--- src/rtl/rpf_pkg.sv ---
package rpf_pkg;
  typedef enum logic [2:0] {
    OP_IDLE,
    OP_WRITE,
    OP_REJECT,
    OP_HIT,
    OP_MISS,
    OP_FOLLOW,
    OP_WRAP
  } rpf_op_e;
endpackage

--- src/rtl/rpf_amt_decode.sv ---
module rpf_amt_decode #(
  parameter int CW       = 8,
  parameter int CODE_W   = 3,
  parameter int MAX_CODE = 4,
  parameter int BASE_LOG = 3
) (
  input  logic [CODE_W-1:0] code_i,
  output logic [CW-1:0]     amt_bytes_o,
  output logic              reserved_o
);
  logic [CODE_W-1:0] eff_code;

  always_comb begin
    reserved_o  = (int'(code_i) > MAX_CODE);
    eff_code    = reserved_o ? '0 : code_i;
    amt_bytes_o = CW'(1) << (BASE_LOG + int'(eff_code));
  end
endmodule

--- src/rtl/rpf_qualify.sv ---
module rpf_qualify #(
  parameter int CW         = 8,
  parameter int SZW        = 3,
  parameter int NARROW_LOG = 2
) (
  input  logic [SZW-1:0] size_i,
  input  logic           memspace_i,
  input  logic           narrow_i,
  input  logic [1:0]     order_i,
  input  logic           is_write_i,
  input  logic           is_wrap_i,
  output logic [CW-1:0]  rd_bytes_o,
  output logic           reject_o
);
  logic narrow_ok;
  logic is_narrow;
  logic is_double;

  always_comb begin
    narrow_ok  = memspace_i && narrow_i && (order_i != 2'b00);
    is_narrow  = (int'(size_i) == NARROW_LOG);
    is_double  = (int'(size_i) == NARROW_LOG + 1);
    rd_bytes_o = CW'(1) << size_i;
    reject_o   = !is_write_i && !is_wrap_i &&
                 ((is_narrow && !narrow_ok) || (is_double && narrow_ok));
  end
endmodule

--- src/rtl/rpf_plan.sv ---
module rpf_plan
  import rpf_pkg::*;
#(
  parameter int AW       = 32,
  parameter int CW       = 8,
  parameter int BEAT_LOG = 3,
  parameter int LINE_LOG = 5
) (
  input  logic          accept_i,
  input  logic          is_write_i,
  input  logic          is_wrap_i,
  input  logic          reject_i,
  input  logic          stream_i,
  input  logic [AW-1:0] addr_i,
  input  logic [CW-1:0] rd_bytes_i,
  input  logic [CW-1:0] amt_bytes_i,
  input  logic          buf_valid_i,
  input  logic [AW-1:0] lat_addr_i,
  input  logic [AW-1:0] buf_end_i,
  output rpf_op_e       op_o,
  output logic [AW-1:0] req_addr_o,
  output logic [CW-1:0] req_bytes_o,
  output logic [AW-1:0] nxt_lat_o,
  output logic [AW-1:0] nxt_end_o
);
  localparam logic [AW-1:0] BEAT_MASK  = ~((AW'(1) << BEAT_LOG) - AW'(1));
  localparam logic [CW-1:0] LINE_BYTES = CW'(1) << LINE_LOG;

  logic [AW-1:0] rb_wide;
  logic [AW-1:0] eff_addr;
  logic [AW-1:0] gap;
  logic [CW-1:0] avail;
  logic [CW-1:0] remain;
  logic [CW-1:0] miss_sz;
  logic [CW-1:0] rem_p2;
  logic [CW-1:0] follow_sz;
  logic [AW-1:0] miss_wide;
  logic          in_window;
  logic          fits;

  function automatic logic [CW-1:0] ceil_pow2(input logic [CW-1:0] v);
    logic [CW-1:0] r;
    r = '0;
    for (int i = CW - 1; i >= 0; i--) begin
      if ((CW'(1) << i) >= v) r = CW'(1) << i;
    end
    return r;
  endfunction

  always_comb begin
    rb_wide   = AW'(rd_bytes_i);
    eff_addr  = addr_i & ~(rb_wide - AW'(1));
    in_window = stream_i && buf_valid_i && (eff_addr == lat_addr_i);
    gap       = buf_end_i - lat_addr_i;
    avail     = gap[CW-1:0];
    fits      = (rd_bytes_i <= avail);
    remain    = rd_bytes_i - avail;
    rem_p2    = ceil_pow2(remain);
    miss_sz   = (rd_bytes_i > amt_bytes_i) ? rd_bytes_i : amt_bytes_i;
    follow_sz = (rem_p2 > amt_bytes_i) ? rem_p2 : amt_bytes_i;
    miss_wide = AW'(miss_sz);

    op_o        = OP_IDLE;
    req_addr_o  = eff_addr & ~(miss_wide - AW'(1));
    req_bytes_o = miss_sz;
    if (accept_i) begin
      if (is_write_i) begin
        op_o = OP_WRITE;
      end else if (is_wrap_i) begin
        op_o        = OP_WRAP;
        req_addr_o  = addr_i & BEAT_MASK;
        req_bytes_o = LINE_BYTES;
      end else if (reject_i) begin
        op_o = OP_REJECT;
      end else if (in_window && fits) begin
        op_o = OP_HIT;
      end else if (in_window) begin
        op_o        = OP_FOLLOW;
        req_addr_o  = buf_end_i;
        req_bytes_o = follow_sz;
      end else begin
        op_o = OP_MISS;
      end
    end
    nxt_lat_o = eff_addr + rb_wide;
    nxt_end_o = req_addr_o + AW'(req_bytes_o);
  end
endmodule

--- src/rtl/rpf_track.sv ---
module rpf_track
  import rpf_pkg::*;
#(
  parameter int AW      = 32,
  parameter int MAX_LOG = 7
) (
  input  logic          clk,
  input  logic          rst_n,
  input  rpf_op_e       op_i,
  input  logic          stream_i,
  input  logic [AW-1:0] nxt_lat_i,
  input  logic [AW-1:0] nxt_end_i,
  output logic          buf_valid_o,
  output logic [AW-1:0] lat_addr_o,
  output logic [AW-1:0] buf_end_o
);
  localparam logic [AW-1:0] MAX_BYTES = AW'(1) << MAX_LOG;

  logic          valid_n;
  logic [AW-1:0] lat_n;
  logic [AW-1:0] end_n;
  logic          trk_en;

  always_comb begin
    trk_en  = (op_i != OP_IDLE);
    valid_n = buf_valid_o;
    lat_n   = lat_addr_o;
    end_n   = buf_end_o;
    case (op_i)
      OP_HIT: lat_n = nxt_lat_i;
      OP_MISS: begin
        valid_n = stream_i;
        lat_n   = nxt_lat_i;
        end_n   = nxt_end_i;
      end
      OP_FOLLOW: begin
        valid_n = 1'b1;
        lat_n   = nxt_lat_i;
        end_n   = nxt_end_i;
      end
      OP_WRAP, OP_WRITE: valid_n = 1'b0;
      default: ;
    endcase
  end

  always_ff @(posedge clk or negedge rst_n) begin
    if (!rst_n) begin
      buf_valid_o <= 1'b0;
      lat_addr_o  <= '0;
      buf_end_o   <= '0;
    end else if (trk_en) begin
      buf_valid_o <= valid_n;
      lat_addr_o  <= lat_n;
      buf_end_o   <= end_n;
    end
  end

  // the running address never leaves the fetched window
  p_window_bound_r5: assert property (@(posedge clk) disable iff (!rst_n)
    buf_valid_o |-> ((buf_end_o - lat_addr_o) <= MAX_BYTES));
endmodule

--- src/rtl/rpf_ctrl.sv ---
module rpf_ctrl
  import rpf_pkg::*;
#(
  parameter int AW       = 32,
  parameter int MAX_LOG  = 7,
  parameter int CODE_W   = 3,
  parameter int MAX_CODE = 4,
  parameter int BASE_LOG = 3,
  parameter int BEAT_LOG = 3,
  parameter int LINE_LOG = 5,
  localparam int CW      = MAX_LOG + 1,
  localparam int SZW     = $clog2(MAX_LOG + 1)
) (
  input  logic              clk,
  input  logic              rst_n,
  input  logic [CODE_W-1:0] cfg_fetch_code,
  input  logic              cfg_stream,
  input  logic              cfg_memspace,
  input  logic              cfg_narrow,
  input  logic [1:0]        cfg_order,
  input  logic              pr_valid,
  output logic              pr_ready,
  input  logic              pr_write,
  input  logic              pr_wrap,
  input  logic [SZW-1:0]    pr_size,
  input  logic [AW-1:0]     pr_addr,
  output logic              pr_hit,
  output logic              pr_err,
  output logic              dq_valid,
  input  logic              dq_ready,
  output logic [AW-1:0]     dq_addr,
  output logic [CW-1:0]     dq_bytes,
  output logic              dq_wrap,
  output logic              cfg_err
);
  localparam logic [CW-1:0] LINE_BYTES = CW'(1) << LINE_LOG;
  localparam logic [CW-1:0] MIN_BYTES  = CW'(1) << BASE_LOG;

  logic [CW-1:0] amt_bytes;
  logic          code_reserved;
  logic [CW-1:0] rd_bytes;
  logic          reject;
  logic          accept;
  rpf_op_e       op;
  logic [AW-1:0] req_addr;
  logic [CW-1:0] req_bytes;
  logic [AW-1:0] nxt_lat;
  logic [AW-1:0] nxt_end;
  logic          buf_valid;
  logic [AW-1:0] lat_addr;
  logic [AW-1:0] buf_end;

  logic          start_req;
  logic          dq_valid_n;
  logic          hit_n;
  logic          err_n;
  logic          cerr_n;

  assign pr_ready = !dq_valid;
  assign accept   = pr_valid && pr_ready;

  rpf_amt_decode #(
    .CW(CW), .CODE_W(CODE_W), .MAX_CODE(MAX_CODE), .BASE_LOG(BASE_LOG)
  ) u_amt (
    .code_i      (cfg_fetch_code),
    .amt_bytes_o (amt_bytes),
    .reserved_o  (code_reserved)
  );

  rpf_qualify #(
    .CW(CW), .SZW(SZW), .NARROW_LOG(2)
  ) u_qual (
    .size_i     (pr_size),
    .memspace_i (cfg_memspace),
    .narrow_i   (cfg_narrow),
    .order_i    (cfg_order),
    .is_write_i (pr_write),
    .is_wrap_i  (pr_wrap),
    .rd_bytes_o (rd_bytes),
    .reject_o   (reject)
  );

  rpf_plan #(
    .AW(AW), .CW(CW), .BEAT_LOG(BEAT_LOG), .LINE_LOG(LINE_LOG)
  ) u_plan (
    .accept_i    (accept),
    .is_write_i  (pr_write),
    .is_wrap_i   (pr_wrap),
    .reject_i    (reject),
    .stream_i    (cfg_stream),
    .addr_i      (pr_addr),
    .rd_bytes_i  (rd_bytes),
    .amt_bytes_i (amt_bytes),
    .buf_valid_i (buf_valid),
    .lat_addr_i  (lat_addr),
    .buf_end_i   (buf_end),
    .op_o        (op),
    .req_addr_o  (req_addr),
    .req_bytes_o (req_bytes),
    .nxt_lat_o   (nxt_lat),
    .nxt_end_o   (nxt_end)
  );

  rpf_track #(
    .AW(AW), .MAX_LOG(MAX_LOG)
  ) u_trk (
    .clk         (clk),
    .rst_n       (rst_n),
    .op_i        (op),
    .stream_i    (cfg_stream),
    .nxt_lat_i   (nxt_lat),
    .nxt_end_i   (nxt_end),
    .buf_valid_o (buf_valid),
    .lat_addr_o  (lat_addr),
    .buf_end_o   (buf_end)
  );

  always_comb begin
    start_req  = (op == OP_MISS) || (op == OP_FOLLOW) || (op == OP_WRAP);
    dq_valid_n = dq_valid;
    if (dq_valid && dq_ready) dq_valid_n = 1'b0;
    if (start_req) dq_valid_n = 1'b1;
    hit_n  = (op == OP_HIT);
    err_n  = (op == OP_REJECT);
    cerr_n = cfg_err || code_reserved;
  end

  always_ff @(posedge clk or negedge rst_n) begin
    if (!rst_n) begin
      dq_valid <= 1'b0;
      pr_hit   <= 1'b0;
      pr_err   <= 1'b0;
      cfg_err  <= 1'b0;
    end else begin
      dq_valid <= dq_valid_n;
      pr_hit   <= hit_n;
      pr_err   <= err_n;
      cfg_err  <= cerr_n;
    end
  end

  always_ff @(posedge clk or negedge rst_n) begin
    if (!rst_n) begin
      dq_addr  <= '0;
      dq_bytes <= '0;
      dq_wrap  <= 1'b0;
    end else if (start_req) begin
      dq_addr  <= req_addr;
      dq_bytes <= req_bytes;
      dq_wrap  <= (op == OP_WRAP);
    end
  end

  // a pending request is frozen until taken
  p_req_hold_r10: assert property (@(posedge clk) disable iff (!rst_n)
    dq_valid && !dq_ready |=> dq_valid && $stable(dq_addr) && $stable(dq_bytes) && $stable(dq_wrap));

  // wrap requests are one beat-aligned line
  p_wrap_line_r4: assert property (@(posedge clk) disable iff (!rst_n)
    dq_valid && dq_wrap |-> (dq_bytes == LINE_BYTES) && (dq_addr[BEAT_LOG-1:0] == '0));

  // every request is a power of two of at least the smallest fetch
  p_req_pow2_r3: assert property (@(posedge clk) disable iff (!rst_n)
    dq_valid |-> ($countones(dq_bytes) == 1) && (dq_bytes >= MIN_BYTES));

  // configuration error flag is sticky
  p_cfg_sticky_r2: assert property (@(posedge clk) disable iff (!rst_n)
    cfg_err |=> cfg_err);

  // each accepted read yields exactly one response next cycle
  p_one_response_r11: assert property (@(posedge clk) disable iff (!rst_n)
    pr_valid && pr_ready && !pr_write |=> $countones({pr_hit, pr_err, dq_valid}) == 1);
endmodule

--- config.mk ---
export PLATFORM = sky130hd
export DESIGN_NAME = rpf_ctrl
export DESIGN_NICKNAME = d
export VERILOG_FILES = /design/src/rtl/rpf_pkg.sv /design/src/rtl/rpf_amt_decode.sv /design/src/rtl/rpf_qualify.sv /design/src/rtl/rpf_plan.sv /design/src/rtl/rpf_track.sv /design/src/rtl/rpf_ctrl.sv
export SDC_FILE = /design/constraint.sdc
export NUM_CORES = 1
export LEC_CHECK = 0
export BUFFER_PORTS_ARGS = -buffer_cell sky130_fd_sc_hd__buf_2
export CAP_MARGIN = 40
export CORE_ASPECT_RATIO = 1.75
export CORE_MARGIN = 2
export CORE_UTILIZATION = 65
export CTS_BUF_LIST = sky130_fd_sc_hd__clkbuf_8
export DETAILED_ROUTE_END_ITERATION = 10
export PLACE_DENSITY = 0.92
export SLEW_MARGIN = 20
export SYNTH_ARGS = -nofsm -noshare
export SYNTH_HDL_FRONTEND = slang
export SYNTH_SLANG_ARGS = --single-unit
--- constraint.sdc ---
create_clock -name clk -period 21.5 [get_ports clk]
set_input_delay 6.45 -clock clk [delete_from_list [all_inputs] [get_ports clk]]
set_output_delay 6.45 -clock clk [all_outputs]
set_load 0.01 [all_outputs]
* Yosys cells after proc, flatten, opt, wreduce, memory -nomap -nowiden
Index checks and enable logic that the tools add are counted.
** Word-level totals
- Bits in writable memories :: 0
- Bits in latches :: 0
- ROM bits :: 0
- Logic and storage cells :: 105
- Memories kept :: 0
- Output and inout bits :: 46
- Flip-flop bits (word level) :: 110
- Input bits :: 49
** Cells by class
- Equality and inequality tests :: 9
- Shift-type cells :: 2
- Bitwise logic cells :: 4
- Reductions and logical operators :: 29
- Div/mod/pow operators :: 0
- Order comparisons :: 12
- Add/sub/neg operators :: 7
- Multipliers :: 0
- Mux-type cells :: 32
** Operators by type and width (count)
- $mux 32 :: 6
- $mux 8 :: 16
- $add 32x8->32 :: 2
- $and 32x32->32 :: 2
- $not 32->32 :: 2
- $eq 32x32->1 :: 1
- $shl 1x32->8 const A :: 1
- $mux 3 :: 6
- $sub 8x1->9 const B :: 2
- $gt 8x8->1 :: 2
- $sub 8x8->8 :: 2
- $eq 3x3->1 const B :: 5
- $logic_and 1x1->1 :: 11
- $ge 1x8->1 const A :: 1
- $ge 2x8->1 const A :: 1
- $ge 3x8->1 const A :: 1
- $ge 4x8->1 const A :: 1
- $ge 5x8->1 const A :: 1
- $ge 6x8->1 const A :: 1
- $ge 7x8->1 const A :: 1
- $ge 8x8->1 const A :: 1
- $le 8x8->1 :: 1
- $shl 1x3->8 const A :: 1
- $eq 3x2->1 const B :: 2
- 12 further kinds :: 25

* Logic depth before layout (Yosys ltp)
Gate-level depths: netlist of the first run.
- Depth after elaboration :: 20
- Mapped depth :: 38
- Depth with buffers taken out :: 37

* Hierarchy
From an unflattened synthesis of the first run, not the netlist that was laid out.
** Second synthesis, totals
- Cells, all modules :: 1045
- Area total of the unflattened synthesis :: 9576.7 µm²
** By module, submodules not included
- rpf_plan :: area each 5133.7 µm², sequential area each 0.0 µm², cells each 776, times used 1
- rpf_track :: area each 2571.2 µm², sequential area each 1626.6 µm², cells each 144, times used 1
- rpf_ctrl :: area each 1695.4 µm², sequential area each 1126.1 µm², cells each 99, times used 1
- rpf_qualify :: area each 96.3 µm², sequential area each 0.0 µm², cells each 15, times used 1
- rpf_amt_decode :: area each 80.1 µm², sequential area each 0.0 µm², cells each 11, times used 1

* Worst setup path before layout of the first run
No wires, ideal clock.
- Kind :: in2reg
- Start point :: input pr_size[1]
- End point :: register u_trk.buf_end_o[16]
- Slack :: 8700 ps
- Stages on the path :: 32
- Setup time :: 126 ps
- Arrival time :: 12674 ps
- Buffers on the path :: 3
- Path through :: buf_4 -> clkbuf_1 -> or3_1 -> ha_1 -> fa_1 -> nor2b_1 -> o31a_1 -> o21ai_0 -> nand2b_1 -> xnor2_1 -> nand2_1 -> nor4b_1 -> ha_1 -> and3_1 -> a32oi_1 -> clkbuf_1 -> nand4_1 -> mux2_2 -> o22ai_1 -> ha_1 -> inv_1 -> fa_1 -> nor2b_1 -> o21ai_0 -> nand2b_1 -> a31oi_1 -> a21oi_1 -> o311a_1 -> nand3_1 -> nor2_1 -> o21ai_0 -> a221o_1
** Between the ends
- Word-level cells in the longest chain between the ends :: 20
- Elaborated cells between the ends (all ways) :: 62
** Ends and longest elaborated chain
- start, declared :: line rpf_ctrl.sv:25 : input logic [SZW-1:0] pr_size,
- $shl 1x3->8 :: line rpf_qualify.sv:23 : rd_bytes_o = CW'(1) << size_i;
- $sub 8x8->8 :: line rpf_plan.sv:57 : remain = rd_bytes_i - avail;
- $ge 8x8->1 :: line rpf_plan.sv:45 : if ((CW'(1) << i) >= v) r = CW'(1) << i;
- $mux 8 (8 in a row) :: line rpf_plan.sv:45
- $gt 8x8->1 :: line rpf_plan.sv:60 : follow_sz = (rem_p2 > amt_bytes_i) ? rem_p2 : amt_bytes_i;
- $mux 8 :: line rpf_plan.sv:60
- $mux 8 :: line rpf_plan.sv:77 : end else if (in_window) begin
- $mux 8 :: line rpf_plan.sv:75 : end else if (in_window && fits) begin
- $mux 8 :: line rpf_plan.sv:73 : end else if (reject_i) begin
- $mux 8 :: line rpf_plan.sv:69 : end else if (is_wrap_i) begin
- $mux 8 :: line rpf_plan.sv:67 : if (is_write_i) begin
- $mux 8 (*) :: line rpf_plan.sv:66 : if (accept_i) begin
- net req_bytes[0] :: line rpf_ctrl.sv:46 : logic [CW-1:0] req_bytes;
- $add 32x8->32 (*) :: line rpf_plan.sv:86 : nxt_end_o = req_addr_o + AW'(req_bytes_o);
- end signal, assigned :: line rpf_track.sv:54 : buf_end_o <= end_n;
- end, declared :: line rpf_track.sv:15 : output logic [AW-1:0] buf_end_o
Mark *: on every way through the listed nets, which the timed path passes. The rest lies on a longest branch.
A chain may end at the register's enable or synchronous reset.

* Final worst setup path of the first run
- Start point :: input pr_size[2]
- End point :: register u_trk.buf_end_o[28]
Same word-level chain as after synthesis.

==> impl_metrics.py, run 1 <==
metrics = {
    "placement": {
        "io_buffers": 94,
        "dp_hpwl_um": 21740,
        "dpl-instance-area_mm2": 0.009407,
        "gp_congestion": 1.005,
    },
    "sta": {
        "fmax_mhz": 73.74,
        "slew_violations": 0,
        "hold_viol": 0,
        "rsz0062_at_grt": "false",
        "slew_headroom_pct": 39.97,
        "worst_pin_slew_ns": 0.9004,
        "clock_skew_ns": 0.01998,
        "finalSetupTns_ns": 0,
        "finalSetupViolCount": 0,
        "post-route-min-period_ns": 13.56,
        "finalCritPeriodShare_pct": 63.08,
    },
    "global_routing": {
        "met3_usage_pct": 4.855,
        "grt_pass1_wl_um": 43750,
        "grt_overflow_total": 0,
        "met1_usage_pct": 41.25,
        "grt_max_degree": 69,
        "grt_busiest_layer": "met2",
        "track_usage_pct": 39.12,
        "grt_pass1_vias": 8662,
        "grt_use_met2_pct": 67.05,
        "grt_antenna_before_repair": 0,
    },
    "power": {
        "p_per_area_mw_per_mm2": 94.94,
        "irDropWorstVdd_v": 0.00005416,
        "power_leakage_nw": 4.486,
    },
    "floorplan": {
        "die-area_mm2": 0.01446,
        "placementRows": 56,
        "start_util_pct": 65.82,
        "die_height_um": 157.6,
        "die_x_um": 91.77,
        "core_mm2": 0.01331,
        "io_pins": 95,
    },
    "clock_network": {
        "cts_buffers": 9,
        "cts_root_buffer": "clkbuf_8",
        "cts_resized": 0,
        "cts.sinks": 110,
        "post_cts_buffers": 0,
        "htree_levels": 3,
        "cts_max_path_buffers": 2,
        "postCtsHoldBufs": 0,
        "cts_tree": "built",
        "clk_pin_slew_ns": 0.13,
        "clock_latency_ns": 0.40,
    },
    "yosys": {
        "synth_cells": 1071,
        "yosysWarnings": 0,
        "synth_edf_count": 0,
        "synth_flop_cell": "dfrtp_1",
        "syn_area_mm2": 0.008762,
        "synth-seq-cells": 110,
        "ys_seq_area_share_pct": 31.42,
        "async_flop_share_pct": 100.0,
        "synth_cell_types": 87,
        "syn_avg_cell_area_um2": 8.181,
    },
    "worst_setup_path": {
        "path_class": "in2reg",
        "slowest_delay_ns": 0.69,
        "crit_fanout": 21,
        "slowest_stage": "a32oi_1",
        "critPathLaunchType": "input port",
        "critPathArrivalTime_ns": 13.88,
        "endpoint_kind": "flop",
        "worstPathRequired_ns": 21.82,
    },
    "route": {
        "vias": 8762,
        "drtIter0Drc": 693,
        "post_drt_wl_per_cell_um": 21.41,
        "wl_um": 28330,
        "vias_per_cell": 6.623,
        "postRouteAntennaNets": 0,
        "drc": 0,
        "dr.pass1.iters": 5,
    },
    "final_layout": {
        "layout-drive-gt1-share_pct": 14.97,
        "nFillCells": 1065,
        "multiInputGateArea_mm2": 0.005677,
        "antenna_cells": 0,
        "fin_area_mm2": 0.009641,
        "area_growth_pct": 10.02,
        "register_area_mm2": 0.002753,
        "layout_common_cells": "nand2_1, dfrtp_1, o21ai_0",
        "nets": 1236,
        "layout_commonest_cell": "nand2_1",
    },
    "job": {
        "cap_violations": 0,
    },
    "run_status": {
        "status": "finished clean",
    },
    "hold_path": {
        "hold_path_class": "reg2reg",
    },
}
[worst max-delay path: cells and delay by family]
kind / cells / cell delay [ns]
XOR/XNOR: 1 / 0.28
buffers and inverters: 3 / 0.51
AO/OA/AOI/OAI: 14 / 2.65
AND/OR/NAND/NOR: 9 / 2.45
adder cells (fa/ha/maj): 4 / 1.22
multiplexers: 1 / 0.31
[registers in the layout (all words and copies together), names as in the netlist, 8 cells and up]
name,flops
u_trk.buf_end_o,32
u_trk.lat_addr_o,32
dq_addr,32
dq_bytes,8
[report_power, final]
group          total, W  switching [W]  internal [W]  leakage [nW]
combinational  0.000501       0.000306      0.000195          2.97
sequential     0.000283      0.0000335      0.000249          1.42
clock          0.000132      0.0000858     0.0000461         0.103
[kinds of logic after synthesis]
logic type               count (synthesis)  synth area share [%]
AND/OR/NAND/NOR                        438                 25.60
AO/OA/AOI/OAI                          273                 19.93
XOR/XNOR                                85                 8.582
adder cells (fa/ha/maj)                 43                 6.397
multiplexers                            31                 3.927
buffers and inverters                   89                 4.056
other                                    2               0.08571
flip-flops                             110                 31.42
[synth_stat cells (14+ instances only)]
| cell | instances | share of area, % |
|---|---|---|
| nand2_1 | 174 | 7.5 |
| dfrtp_1 | 110 | 31 |
| o21ai_0 | 98 | 5.6 |
| nor2_1 | 59 | 2.5 |
| xor2_1 | 48 | 4.8 |
| a21oi_1 | 44 | 2.5 |
| ha_1 | 40 | 5.7 |
| clkbuf_1 | 38 | 1.6 |
| inv_1 | 38 | 1.6 |
| xnor2_1 | 36 | 3.6 |
| nand3_1 | 34 | 1.9 |
| and3_1 | 23 | 1.6 |
| nor3_1 | 23 | 1.3 |
| o31ai_1 | 19 | 1.6 |
| mux2_2 | 16 | 2.1 |
| nor4_1 | 15 | 1.1 |
| nand4_1 | 14 | 1.0 |
[metrics by stage]
step	setup slack [ns]	util [%]	std cells	hold WS, ns	total power (W)
after floorplan	8.700	-	1072	0.4403	0.0006433
after detailed placement	7.752	70.66	1305	0.4604	0.0007757
after global routing	7.182	72.42	1323	0.5205	0.0009769
final	7.938	72.42	1323	0.4894	0.0009152
after CTS	8.106	72.17	1321	0.4944	0.0009051
after global placement	7.966	70.20	1300	0.4482	0.0007637
[metal layers]
metal / wire (um) / part of all wire (%)
met3: 1701 / 6.0
met2: 13850 / 49
met5: 0 / 0
met1: 9687 / 34
met4: 3086 / 11
[path summary, 6_finish.rpt]
path                                    start                   end  slack [ns]  depth (start not counted)
max                                pr_size[2]   u_trk.buf_end_o[28]        7.94                         32
min                               dq_addr[24]           dq_addr[24]        0.49                          2
max reg2reg                u_trk.buf_end_o[1]   u_trk.buf_end_o[28]       13.32                         33
min reg2reg                       dq_addr[24]           dq_addr[24]        0.49                          2
max in group asynchronous               rst_n    u_trk.buf_end_o[8]       14.50                          3
min in group asynchronous               rst_n  u_trk.lat_addr_o[10]        6.04                          1
[layout make-up]
cell class	count	share of cell area (%)
clock buffer	9	1.285
clock inverter	7	0.8047
inverter	38	1.480
multi-input combinational	873	58.88
sequential	110	28.55
tap	174	2.258
timing repair buffer	112	6.736
Note: power is estimated with default switching activity, not from simulation.
==> run 2, diff against run 1 <==
--- a/config.mk
+++ b/config.mk
@@ -5,14 +5,15 @@
 export SDC_FILE = /design/constraint.sdc
 export NUM_CORES = 1
 export LEC_CHECK = 0
+export ABC_AREA = 1
 export BUFFER_PORTS_ARGS = -buffer_cell sky130_fd_sc_hd__buf_2
 export CAP_MARGIN = 40
 export CORE_ASPECT_RATIO = 1.75
 export CORE_MARGIN = 2
-export CORE_UTILIZATION = 65
+export CORE_UTILIZATION = 62
 export CTS_BUF_LIST = sky130_fd_sc_hd__clkbuf_8
 export DETAILED_ROUTE_END_ITERATION = 10
-export PLACE_DENSITY = 0.92
+export PLACE_DENSITY = 0.88
 export SLEW_MARGIN = 20
 export SYNTH_ARGS = -nofsm -noshare
 export SYNTH_HDL_FRONTEND = slang
==> constraint.sdc (replaced) <==
create_clock -name clk -period 12.6 [get_ports clk]
set_input_delay 3.78 -clock clk [delete_from_list [all_inputs] [get_ports clk]]
set_output_delay 3.78 -clock clk [all_outputs]
set_load 0.01 [all_outputs]
==> run 2 against run 1 <==
Against the previous run: cell area is 9.6% higher; die area is 16% higher; synthesized cell count is 44% higher; critical path depth is 8 higher; critical endpoint is now u_trk.buf_end_o[14]; non-clock buffer count is 8 lower.
==> impl_metrics.py, run 2 <==
metrics = {
    "sta": {
        "slew_violations": 0,
        "hold_viol": 0,
        "post-route-min-period_ns": 10.14,
        "slew_headroom_pct": 46.59,
        "fmax_mhz": 98.59,
        "finalSetupTns_ns": 0,
        "worst_pin_slew_ns": 0.7927,
        "rsz0062_at_grt": "false",
        "clock_skew_ns": 0.02829,
        "finalCritPeriodShare_pct": 80.50,
        "finalSetupViolCount": 0,
    },
    "placement": {
        "dp_hpwl_um": 25020,
        "dp.cells": 1786,
        "dpl-instance-area_mm2": 0.01035,
        "io_buffers": 94,
        "gp_congestion": 0.9962,
    },
    "clock_network": {
        "clock_latency_ns": 0.41,
        "cts_tree": "built",
        "clk_pin_slew_ns": 0.12,
        "cts_resized": 0,
        "cts_max_path_buffers": 2,
        "postCtsHoldBufs": 0,
        "cts_root_buffer": "clkbuf_8",
        "cts.sinks": 110,
        "htree_levels": 3,
        "post_cts_buffers": 0,
        "cts_buffers": 9,
    },
    "yosys": {
        "synth-seq-cells": 110,
        "yosysTopAreaCell": "dfrtp_1",
        "synth_most_common_cell": "nand2_1",
        "synth_cell_types": 59,
        "synth_cells": 1545,
        "synth_flop_cell": "dfrtp_1",
        "yosys-top-cells-count": "nand2_1, inv_1, nor2_1, dfrtp_1, o21ai_0",
        "syn_area_mm2": 0.009768,
        "async_flop_share_pct": 100.0,
        "synth_edf_count": 0,
        "synth_top_area_share_pct": 28.18,
        "yosys-top-cells-area": "dfrtp_1, nand2_1, inv_1",
        "yosysWarnings": 0,
        "syn_avg_cell_area_um2": 6.322,
        "ys_seq_area_share_pct": 28.18,
    },
    "worst_setup_path": {
        "critPathLaunchType": "input port",
        "crit_fanout": 8,
        "crit_family": "compound AO/OA/AOI/OAI gates",
        "crit_cells": 40,
        "worstPathBufferInverterCount": 9,
        "slowest_delay_ns": 0.45,
        "worstPathRequired_ns": 12.89,
        "slowest_stage": "o21ai_1",
        "crit_start": "pr_size[1]",
        "critPathArrivalTime_ns": 10.43,
        "timing.rr.start": "u_trk.buf_end_o[0]",
        "path_class": "in2reg",
        "rr_worst_depth": 46,
        "endpoint_kind": "flop",
    },
    "power": {
        "switching_share_pct": 50.37,
        "power.share.clock_pct": 13.0,
        "p_comb_share_pct": 58.0,
        "irDropWorstVdd_v": 0.0001095,
        "p_per_area_mw_per_mm2": 164.7,
        "power.internal_w": 0.0008640,
        "p_sw_w": 0.0008767,
        "p_seq_share_pct": 29.1,
        "power_leakage_nw": 5.729,
    },
    "hold_path": {
        "hold_path_class": "reg2reg",
        "min_from": "cfg_err",
        "worstHoldPathCells": 2,
    },
    "global_routing": {
        "track_usage_pct": 38.03,
        "grt_pass1_vias": 10260,
        "grt_overflow_total": 0,
        "grt_max_degree": 67,
        "grt_antenna_before_repair": 0,
        "grt_pass1_wl_um": 50360,
    },
    "route": {
        "wl_um": 31610,
        "drtIter0Drc": 728,
        "vias": 10462,
        "postRouteAntennaNets": 0,
        "post_drt_wl_per_cell_um": 17.52,
        "vias_per_cell": 5.799,
        "drc": 0,
        "dr.pass1.iters": 5,
    },
    "final_layout": {
        "layout-drive-gt1-share_pct": 12.12,
        "layout_common_cells": "nand2_1, inv_1, nor2_1",
        "layout_commonest_cell": "nand2_1",
        "final_cells": 1804,
        "area_growth_pct": 8.198,
        "top_regs": "dq_addr (32), u_trk.buf_end_o (32), u_trk.lat_addr_o (32)",
        "fin_area_mm2": 0.01057,
        "nFillCells": 1427,
        "nets": 1704,
    },
    "floorplan": {
        "core_mm2": 0.01539,
        "io_pins": 95,
        "start_util_pct": 63.47,
        "die_height_um": 170.0,
        "placementRows": 60,
        "die-area_mm2": 0.01681,
        "die_x_um": 98.89,
    },
    "job": {
        "cap_violations": 0,
    },
    "run_status": {
        "status": "finished clean",
    },
}
-- run 2: cell count changes in the layout (fill, tap and decap cells not counted), moves of 20 or more --
cell     previous run  this run
and3_1             23         1
nor2_1             59       117
nand2_1           173       551
nand3_1            34        85
xnor2_1            36        16
inv_1              38       184
-- run 2: metrics by stage --
step | worst slack (ns) | total power (W) | hold WS (ns) | util (%)
6_report | 2.457 | 0.001741 | 0.4756 | 68.67
2_1_floorplan | 3.108 | 0.001222 | 0.4434 | -
3_5_place_dp | 2.144 | 0.001501 | 0.4523 | 67.24
5_1_grt | 1.598 | 0.001902 | 0.4946 | 68.66
3_3_place_gp | 2.285 | 0.001483 | 0.4458 | 66.78
4_1_cts | 2.527 | 0.001729 | 0.4812 | 68.53
-- run 2: kinds of logic after synthesis --
logic type | Yosys count | share of synthesized area, %
buf+inv | 249 | 10.25
simple gates | 868 | 38.24
compound gates | 225 | 13.14
xor+xnor | 48 | 4.381
flops | 110 | 28.18
fa+ha+maj | 43 | 5.738
other cells | 2 | 0.07688
-- run 2: final timing paths --
| path | to | slack [ns] |
|---|---|---|
| setup reg to reg | u_trk.buf_end_o[14] | 5.06 |
| setup / recovery | u_trk.buf_end_o[14] | 2.46 |
| hold / removal | cfg_err | 0.48 |
| min in group asynchronous | u_trk.lat_addr_o[11] | 3.31 |
| max in group asynchronous | u_trk.buf_valid_o | 8.23 |
| hold reg to reg | cfg_err | 0.48 |
-- run 2: per-layer routing --
metal,vias up,track usage (%),part of all wire (%)
met5,-,0,0
met4,0,30.02,9.8
met3,187,4.969,5.4
met2,486,67.92,51
met1,4722,39.23,34
li1,5067,-,-
-- run 2: power by group through the flow --
stage / sequential [W] / combinational [W] / clock (W)
floorplan: 0.000510 / 0.000712 / 0
detailed placement: 0.000511 / 0.000991 / 0
global placement: 0.000508 / 0.000975 / 0
global route: 0.000515 / 0.00115 / 0.000239
CTS: 0.000504 / 0.000999 / 0.000226
finish: 0.000506 / 0.00101 / 0.000225
-- run 2: worst reg2reg max path, delay by kind of cell (launching register included) --
| kind | cells | cell delay, ns |
|---|---|---|
| flops | 1 | 0.35 |
| simple gates | 20 | 2.06 |
| fa+ha+maj | 6 | 1.81 |
| compound gates | 10 | 2.11 |
| buf+inv | 8 | 0.75 |
| xor+xnor | 2 | 0.37 |
-- run 2: area by class of cell --
class | instances | area [um^2] | share of cell area (%)
diodes | 1 | 2.502 | 0.02368
clock buffers | 9 | 123.9 | 1.172
clock inverters | 7 | 75.07 | 0.7103
inverters | 200 | 753.2 | 7.127
multi-input cells | 1187 | 6021 | 56.97
flip-flops and latches | 110 | 2753 | 26.04
well taps | 186 | 232.7 | 2.202
repair buffers | 104 | 608.1 | 5.754
